`src/rtl/hf_adc_pkg.sv`:
```
package hf_adc_pkg;
  localparam int THERM_W = 15;
  localparam int NIB_W   = $clog2(THERM_W + 1);
  localparam int RES_W   = 2 * NIB_W;

  typedef enum logic [1:0] {
    PH_IDLE  = 2'd0,
    PH_TRACK = 2'd1,
    PH_FINE  = 2'd2
  } phase_e;
endpackage

```
`src/rtl/hf_therm_enc.sv`:
```
// Population count: bubbles in the vector cannot push the code out of range.
module hf_therm_enc #(
  parameter int W  = 15,
  parameter int OW = $clog2(W + 1)
) (
  input  logic [W-1:0]  therm_i,
  output logic [OW-1:0] code_o
);
  always_comb begin
    code_o = '0;
    for (int i = 0; i < W; i++) code_o = code_o + OW'(therm_i[i]);
  end
endmodule

```
`src/rtl/hf_conv_seq.sv`:
```
module hf_conv_seq
  import hf_adc_pkg::*;
#(
  parameter int NUM_CH    = 8,
  parameter int TRACK_CYC = 100,
  parameter int FINE_CYC  = 60,
  localparam int AW       = $clog2(NUM_CH)
) (
  input  logic              clk_i,
  input  logic              rst_ni,
  input  logic              start_i,
  input  logic [AW-1:0]     addr_i,
  input  logic [NIB_W-1:0]  coarse_code_i,
  input  logic [NIB_W-1:0]  fine_code_i,
  output logic              busy_o,
  output logic              track_o,
  output logic              coarse_stb_o,
  output logic              fine_stb_o,
  output logic              done_o,
  output logic [NUM_CH-1:0] ch_sel_o,
  output logic [RES_W-1:0]  result_o
);
  localparam int MAXC = (TRACK_CYC > FINE_CYC) ? TRACK_CYC : FINE_CYC;
  localparam int CW   = $clog2(MAXC + 1);

  phase_e             ph_q;
  logic [CW-1:0]      cnt_q;
  logic [NIB_W-1:0]   hi_q;
  logic [RES_W-1:0]   res_q;
  logic [NUM_CH-1:0]  ch_q;
  logic [NUM_CH-1:0]  ch_dec;
  logic               last;

  for (genvar g = 0; g < NUM_CH; g++) begin : g_dec
    assign ch_dec[g] = (addr_i == AW'(g));
  end

  assign last         = (cnt_q == '0);
  assign busy_o       = (ph_q != PH_IDLE);
  assign track_o      = (ph_q == PH_TRACK);
  assign coarse_stb_o = (ph_q == PH_TRACK) && last;
  assign fine_stb_o   = (ph_q == PH_FINE) && last;
  assign done_o       = fine_stb_o;
  assign ch_sel_o     = ch_q;
  assign result_o     = res_q;

  always_ff @(posedge clk_i or negedge rst_ni) begin
    if (!rst_ni) begin
      ph_q  <= PH_IDLE;
      cnt_q <= '0;
      hi_q  <= '0;
      res_q <= '0;
      ch_q  <= NUM_CH'(1);
    end else begin
      case (ph_q)
        PH_IDLE: if (start_i) begin
          ph_q  <= PH_TRACK;
          cnt_q <= CW'(TRACK_CYC - 1);
          ch_q  <= ch_dec;
        end
        PH_TRACK: if (last) begin
          hi_q  <= coarse_code_i;
          ph_q  <= PH_FINE;
          cnt_q <= CW'(FINE_CYC - 1);
        end else begin
          cnt_q <= cnt_q - 1'b1;
        end
        PH_FINE: if (last) begin
          res_q <= {hi_q, fine_code_i};
          ph_q  <= PH_IDLE;
        end else begin
          cnt_q <= cnt_q - 1'b1;
        end
        default: ph_q <= PH_IDLE;
      endcase
    end
  end
endmodule

```
`src/rtl/hf_adc_ctrl.sv`:
```
module hf_adc_ctrl
  import hf_adc_pkg::*;
#(
  parameter int NUM_CH    = 8,
  parameter int TRACK_CYC = 100,
  parameter int FINE_CYC  = 60,
  localparam int AW       = $clog2(NUM_CH)
) (
  input  logic               clk_i,
  input  logic               rst_ni,
  input  logic               cs_ni,
  input  logic               rd_ni,
  input  logic [AW-1:0]      addr_i,
  input  logic               mode1_i,
  input  logic [THERM_W-1:0] coarse_therm_i,
  input  logic [THERM_W-1:0] fine_therm_i,
  output logic [NUM_CH-1:0]  ch_sel_o,
  output logic               track_o,
  output logic               coarse_stb_o,
  output logic               fine_stb_o,
  output logic [RES_W-1:0]   data_o,
  output logic               data_oe_o,
  output logic               int_no,
  output logic               rdy_pull_o
);
  logic [NIB_W-1:0] coarse_code, fine_code;
  logic [RES_W-1:0] result;
  logic busy, done;
  logic cs_q, rd_q, seln_q;
  logic int_q, rdy_q, oe_q;
  logic sel_n, sel_fall, cs_fall, cs_rise, rd_rise, start;

  hf_therm_enc #(.W(THERM_W), .OW(NIB_W)) u_enc_coarse (
    .therm_i(coarse_therm_i), .code_o(coarse_code)
  );
  hf_therm_enc #(.W(THERM_W), .OW(NIB_W)) u_enc_fine (
    .therm_i(fine_therm_i), .code_o(fine_code)
  );

  assign sel_n    = cs_ni | rd_ni;
  assign sel_fall = !sel_n && seln_q;
  assign cs_fall  = !cs_ni && cs_q;
  assign cs_rise  = cs_ni && !cs_q;
  assign rd_rise  = rd_ni && !rd_q;
  assign start    = sel_fall && !busy;

  hf_conv_seq #(
    .NUM_CH(NUM_CH), .TRACK_CYC(TRACK_CYC), .FINE_CYC(FINE_CYC)
  ) u_seq (
    .clk_i         (clk_i),
    .rst_ni        (rst_ni),
    .start_i       (start),
    .addr_i        (addr_i),
    .coarse_code_i (coarse_code),
    .fine_code_i   (fine_code),
    .busy_o        (busy),
    .track_o       (track_o),
    .coarse_stb_o  (coarse_stb_o),
    .fine_stb_o    (fine_stb_o),
    .done_o        (done),
    .ch_sel_o      (ch_sel_o),
    .result_o      (result)
  );

  always_ff @(posedge clk_i or negedge rst_ni) begin
    if (!rst_ni) begin
      cs_q   <= 1'b1;
      rd_q   <= 1'b1;
      seln_q <= 1'b1;
      int_q  <= 1'b1;
      rdy_q  <= 1'b0;
      oe_q   <= 1'b0;
    end else begin
      cs_q   <= cs_ni;
      rd_q   <= rd_ni;
      seln_q <= sel_n;
      if (done)                  int_q <= 1'b0;
      else if (cs_rise || rd_rise) int_q <= 1'b1;
      if (cs_fall)                            rdy_q <= 1'b1;
      else if (cs_rise || (!mode1_i && done)) rdy_q <= 1'b0;
      // stretched mode: drive only once the fresh result exists
      if (mode1_i) oe_q <= !sel_n;
      else         oe_q <= !sel_n && (done || oe_q);
    end
  end

  assign int_no     = int_q;
  assign rdy_pull_o = rdy_q;
  assign data_oe_o  = oe_q;
  assign data_o     = oe_q ? result : '0;
endmodule

```
`config.mk`:
```
export PLATFORM = sky130hd
export DESIGN_NAME = hf_adc_ctrl
export DESIGN_NICKNAME = d
export VERILOG_FILES = /design/src/rtl/hf_adc_pkg.sv /design/src/rtl/hf_therm_enc.sv /design/src/rtl/hf_conv_seq.sv /design/src/rtl/hf_adc_ctrl.sv
export SDC_FILE = /design/constraint.sdc
export NUM_CORES = 1
export LEC_CHECK = 0
export BUFFER_PORTS_ARGS = -buffer_cell sky130_fd_sc_hd__buf_2
export CORE_MARGIN = 1.5
export CORE_UTILIZATION = 25
export CTS_BUF_LIST = sky130_fd_sc_hd__clkbuf_2
export DETAILED_ROUTE_END_ITERATION = 7
export PLACE_DENSITY_LB_ADDON = 0.1
export SYNTH_ARGS = -nofsm -noshare
export SYNTH_HDL_FRONTEND = slang
export SYNTH_SLANG_ARGS = --single-unit
```
`constraint.sdc`:
```
create_clock -name clk_i -period 2.05 [get_ports clk_i]
set_clock_uncertainty 0.2 [all_clocks]
set_input_delay 0.1025 -clock clk_i [delete_from_list [all_inputs] [get_ports clk_i]]
set_output_delay 0.1025 -clock clk_i [all_outputs]
set_load 0.1 [all_outputs]
```
* After elaboration in Yosys (flattened, before gate mapping)
Index checks and enable logic that the tools add are counted.
Storage, ports and cells: output and inout port bits 22, word-level logic and storage cells 98, bits in registers 35
Operators by class: reductions and logical operators 30, equal/unequal tests 13, mux-type cells 14, bitwise operators 1, $add $sub $neg 29
Operators with widths (count):
- adder 4 x 1 -> 4 bit | 26
- 2-to-1 mux 7 bit | 3
- case mux 7 bit (3 select lines) | 1
- == test 3 bit (second input constant) | 4
- logical AND 1 bit | 9
- 2-to-1 mux 8 bit | 1
- logical NOT 7 bit | 1
- subtractor 7 x 1 -> 7 bit (second input constant) | 1
- == test 3 x 2 -> 1 bit (second input constant) | 2
- logical NOT 1 bit | 6
- 2-to-1 mux 2 bit | 3
- case mux 2 bit (3 select lines) | 1
- AND reduction 2 bit | 3
- AND reduction 3 bit | 2
- nonzero test 2 bit | 3
- 2-to-1 mux 1 bit | 5
- adder 1 x 1 -> 2 bit | 2
- inequality test 2 x 1 -> 1 bit (second input constant) | 2
- inequality test 2 bit (second input constant) | 2
- == test 3 x 1 -> 1 bit (second input constant) | 1
- logical NOT 3 bit | 1
- logical OR 1 bit | 3
- nonzero test 3 bit | 1
- == test 2 x 1 -> 1 bit (second input constant) | 1
- other kinds (3) | 3

* Longest topological paths before layout
depth in word-level cells 14, depth in mapped cells 14

* Modules after synthesis
A second synthesis with hierarchy kept.
Second synthesis, totals: cells, all modules 221, area, all modules 2353.5 µm²
Modules (own cells, without submodules):
- hf_conv_seq | sequential area each 726.9 µm², cells each 123, instances 1, area each 1426.4 µm²
- hf_therm_enc | sequential area each 0.0 µm², cells each 36, instances 2, area each 325.3 µm²
- hf_adc_ctrl | sequential area each 155.1 µm², cells each 26, instances 1, area each 276.5 µm²

* Least setup slack after synthesis
OpenSTA, ideal clock, no wires.
path kind input to register, start point in coarse_therm_i[0], end point reg u_seq.hi_q[1], setup slack -1465 ps, library setup time 125 ps, arrival time 3190 ps, path buffers 0, stages on the path 10, required time 1725 ps, path through ha_1 inv_1 fa_1 fa_1 fa_1 fa_1 inv_1 ha_1 fa_1 mux2_2
Between the ends: cells in the longest elaborated chain, start to end 14
RTL lines:
- start, declared | RTL line hf_adc_ctrl.sv:15 | input logic [THERM_W-1:0] coarse_therm_i,
- adder 1 x 1 -> 2 bit | RTL line hf_therm_enc.sv:11 | for (int i = 0; i < W; i++) code_o = code_o + OW'(therm_i[i]);
- adder 4 x 1 -> 4 bit (13 in a row) | RTL line hf_therm_enc.sv:11
- via coarse_code[1] | RTL line hf_adc_ctrl.sv:26 | logic [NIB_W-1:0] coarse_code, fine_code;
- end signal, assigned | RTL line hf_conv_seq.sv:62 | hi_q <= coarse_code_i;
- end, declared | RTL line hf_conv_seq.sv:28 | logic [NIB_W-1:0] hi_q;
The timed path passes the listed nets, and every way through them passes these cells. A chain may end at the register's enable or synchronous reset.

* Worst setup path in the final report
start point in coarse_therm_i[1], end point reg u_seq.hi_q[1]
The elaborated chain is that of the path after synthesis.

==> key figures <==
Run status
  • Status: finished with violations
  • Failing checks: negative setup slack

Yosys
  • Post-synth EDFFs: 0
  • Netlist cell types: 41
  • Post-synth top cells: inv_1 (53), nand2_1 (38), dfrtp_1 (30)
  • Largest cells by area after synthesis: dfrtp_1 (32%), fa_1 (15%), ha_1 (9.0%), inv_1 (8.4%), nand2_1 (6.0%)
  • Yosys reg bits: 35
  • Top-area cell type share of the netlist area: 31.6%
  • Ys async rst share: 100%
  • Post-Synthesis Cells: 243
  • Count leader, synth: inv_1
  • Syn Area/Cell: 9.76 um^2
  • Register area share after synthesis: 37.2%
  • Yosys warnings: 0
  • Syn Std Cell Area: 2370 um^2
  • Synth Flop Type: dfrtp_1
  • Mapped Nets: 316
  • Cell taking the most area after synthesis: dfrtp_1

Floorplan
  • Die area: 10100 um^2
  • Die Wd: 100 um
  • Core area: 9240 um^2
  • Row count: 35
  • Die height: 100 um
  • Num ports: 60
  • Effective utilization at floorplan: 25.7%

Setup path
  • CP max stage delay: 0.55 ns
  • CP Cell Sequence: buf_6, ha_4, inv_2, fa_1, fa_2, fa_2, fa_1, inv_2, ha_4, fa_2, mux2_4
  • CP max-delay cell: fa_2
  • Worst R2R Start: u_seq.cnt_q[1]
  • Reg2Reg Depth: 8
  • Data arrival, critical path: 3.31 ns
  • Most frequent CP cell: fa_2
  • Worst Path Required: 2.15 ns
  • Critical path capture point type: flop
  • FF-to-FF End: u_seq.hi_q[0]
  • Startpoint types: input pin
  • Worst reg2reg setup slack: 0.03 ns
  • Setup CP Type: in -> reg
  • CP max FO: 2

Power
  • VDD IR max: 0.000270 V
  • Leakage power: 1.81 nW
  • Pwr dens: 590 nW/um^2

Placement
  • Placed insts: 448
  • Final GP Congestion: 0.705
  • IO Port Bufs: 59
  • DP Wirelength: 4.24 mm
  • Pre-CTS setup slack: -1.62 ns

Global routing
  • First-pass GRT wire length: 9.16 mm
  • Tot GR Track Use: 11.6%
  • Grt ovf: 0
  • Vias in the first global route: 1982
  • Antenna violations before repair: 0
  • Largest net degree at the start of global routing: 17

Timing
  • Worst hold slack: 0.0585 ns
  • Final setup violation count: 10
  • Slew HR: 67.5%
  • Final hold vios: 0
  • Post-layout min period: 3.20 ns
  • Slew Viols, Final: 0
  • RSZ-0062 raised after global routing: true
  • Worst slew pin tran: 0.491 ns
  • Fmax achieved: 312 MHz
  • Setup ws final: -1.15 ns
  • Final Cycle Share: 156%

Detailed routing
  • Initial DRT Pass Iterations: 4
  • Routed WL: 5.52 mm
  • Post-DRT Antenna Nets: 0
  • Via density: 4.12
  • Starting DRT DRC Count: 36
  • DR DRC count: 0
  • DR WL/cell: 11.5 um
  • Vias: 1975

Cells and area
  • Final net count: 422
  • Fin util: 37.9%
  • Register area: 882 um^2
  • ANT cells: 0
  • Area Growth Syn to Fin: 47.5%
  • Ratio of cells with drive above 1 in the final layout: 44.9%
  • Filler Cell Count: 983
  • Area of the multi-input gates: 1500 um^2
  • Fin cells: 479

CTS
  • Clock transition at path regs: 0.19 ns
  • Total CTS buffers: 5
  • CTS tree: yes
  • CTS max path bufs: 2
  • H-tree Lvls: 2
  • Clock sinks: 35
  • Clock Tree Root: clkbuf_2
  • Worst-skew pair later-pin latency: 0.39 ns

Run
  • Max-Cap Viols: 0

Min path
  • Worst min path class: in -> async
cells by family after synthesis:
kind of cell / count (synthesis) / synth area share [%]
xor gates and xnor gates: 4 / 1.48
muxes: 4 / 1.90
AOI/OAI and AO/OA: 40 / 11.4
DFF: 35 / 37.2
and+or+nand+nor: 68 / 14.3
buffers and inverters: 56 / 9.02
adders and majority gates: 36 / 24.6
routing by layer:
metal | up-vias | share of wire (%) | track usage, %
met5 | - | 0 | 0
met4 | 0 | 1.1 | 2.60
met3 | 6 | 3.8 | 2.51
met2 | 41 | 50 | 19.9
met1 | 932 | 45 | 15.0
li1 | 996 | - | -
repair_timing:
item	CTS	global route
pin swaps	9	7
setup buffers	5	8
gates resized for setup	15	23
hold buffers	11	0
endpoints found under the hold margin	52	0
setup endpoints to repair	10	18
cloned	0	0
sequential cells by signal, indices dropped and copies added (netlist names):
| register | flops |
|---|---|
| int_no | 1 |
| u_seq.ph_q | 2 |
| rd_q | 1 |
| cs_q | 1 |
| data_oe_o | 1 |
| rdy_pull_o | 1 |
| u_seq.ch_sel_o | 8 |
| u_seq.result_o | 8 |
| u_seq.cnt_q | 7 |
| u_seq.hi_q | 4 |
| seln_q | 1 |
worst max path at each step:
stage                      start             to  slack [ns]  depth (start not counted)
6_report       coarse_therm_i[1]  u_seq.hi_q[1]       -1.15                         11
5_1_grt        coarse_therm_i[1]  u_seq.hi_q[1]       -1.17                         11
4_1_cts        coarse_therm_i[1]  u_seq.hi_q[1]       -1.14                         11
3_5_place_dp   coarse_therm_i[1]  u_seq.hi_q[3]       -1.62                         13
3_3_place_gp   coarse_therm_i[1]  u_seq.hi_q[1]       -1.57                         11
2_1_floorplan  coarse_therm_i[1]  u_seq.hi_q[1]       -1.35                         10
worst max-delay path, delay by kind of cell:
kind       cells  cell delay [ns]
fa+ha+maj      7             2.77
mux            1             0.27
buf+inv        3             0.17
metrics by stage:
step | TNS [ns] | power [W] | cell area [um^2]
finish | -7.86 | 0.00206 | 3500
global route | -8.58 | 0.00228 | 3500
CTS | -7.98 | 0.00207 | 3350
detailed placement | -11.58 | 0.00165 | 3100
global placement | -11.34 | 0.00164 | 3100
floorplan | -9.87 | 0.00141 | 2480
placed cells by master (no fill, tap or decap), drive strengths merged, types with 2 or more instances in the layout:
cell and n:
a21o 2, a21oi 7, and2 8, buf 91, clkbuf 6, clkinv 2, dfrtp 30, dfstp 5
dlygate4sd3 11, fa 18, ha 17, inv 53, mux2 4, nand2 39, nor2 6, nor3 3
nor3b 3, nor4b 2, o211ai 3, o21a 2, o21ai 8, o22ai 2, o31ai 5, o41ai 4
or3b 2, xnor2 2, xor2 2
cell type report:
type	count	share of cell area [%]
repair buffers	102	20.3
clock inverters	2	0.250
multi-input cells	152	43.0
inverters	53	5.76
clock buffers	6	0.858
flip-flops and latches	35	25.2
well taps	129	4.61
where the power goes:
group | switching (W) | internal (W)
clock network | 0.000244 | 0.0000840
logic | 0.000489 | 0.000509
registers | 0.0000203 | 0.000719
total | 0.000753 | 0.00131
No activity file was read; power rests on OpenSTA's default activity.
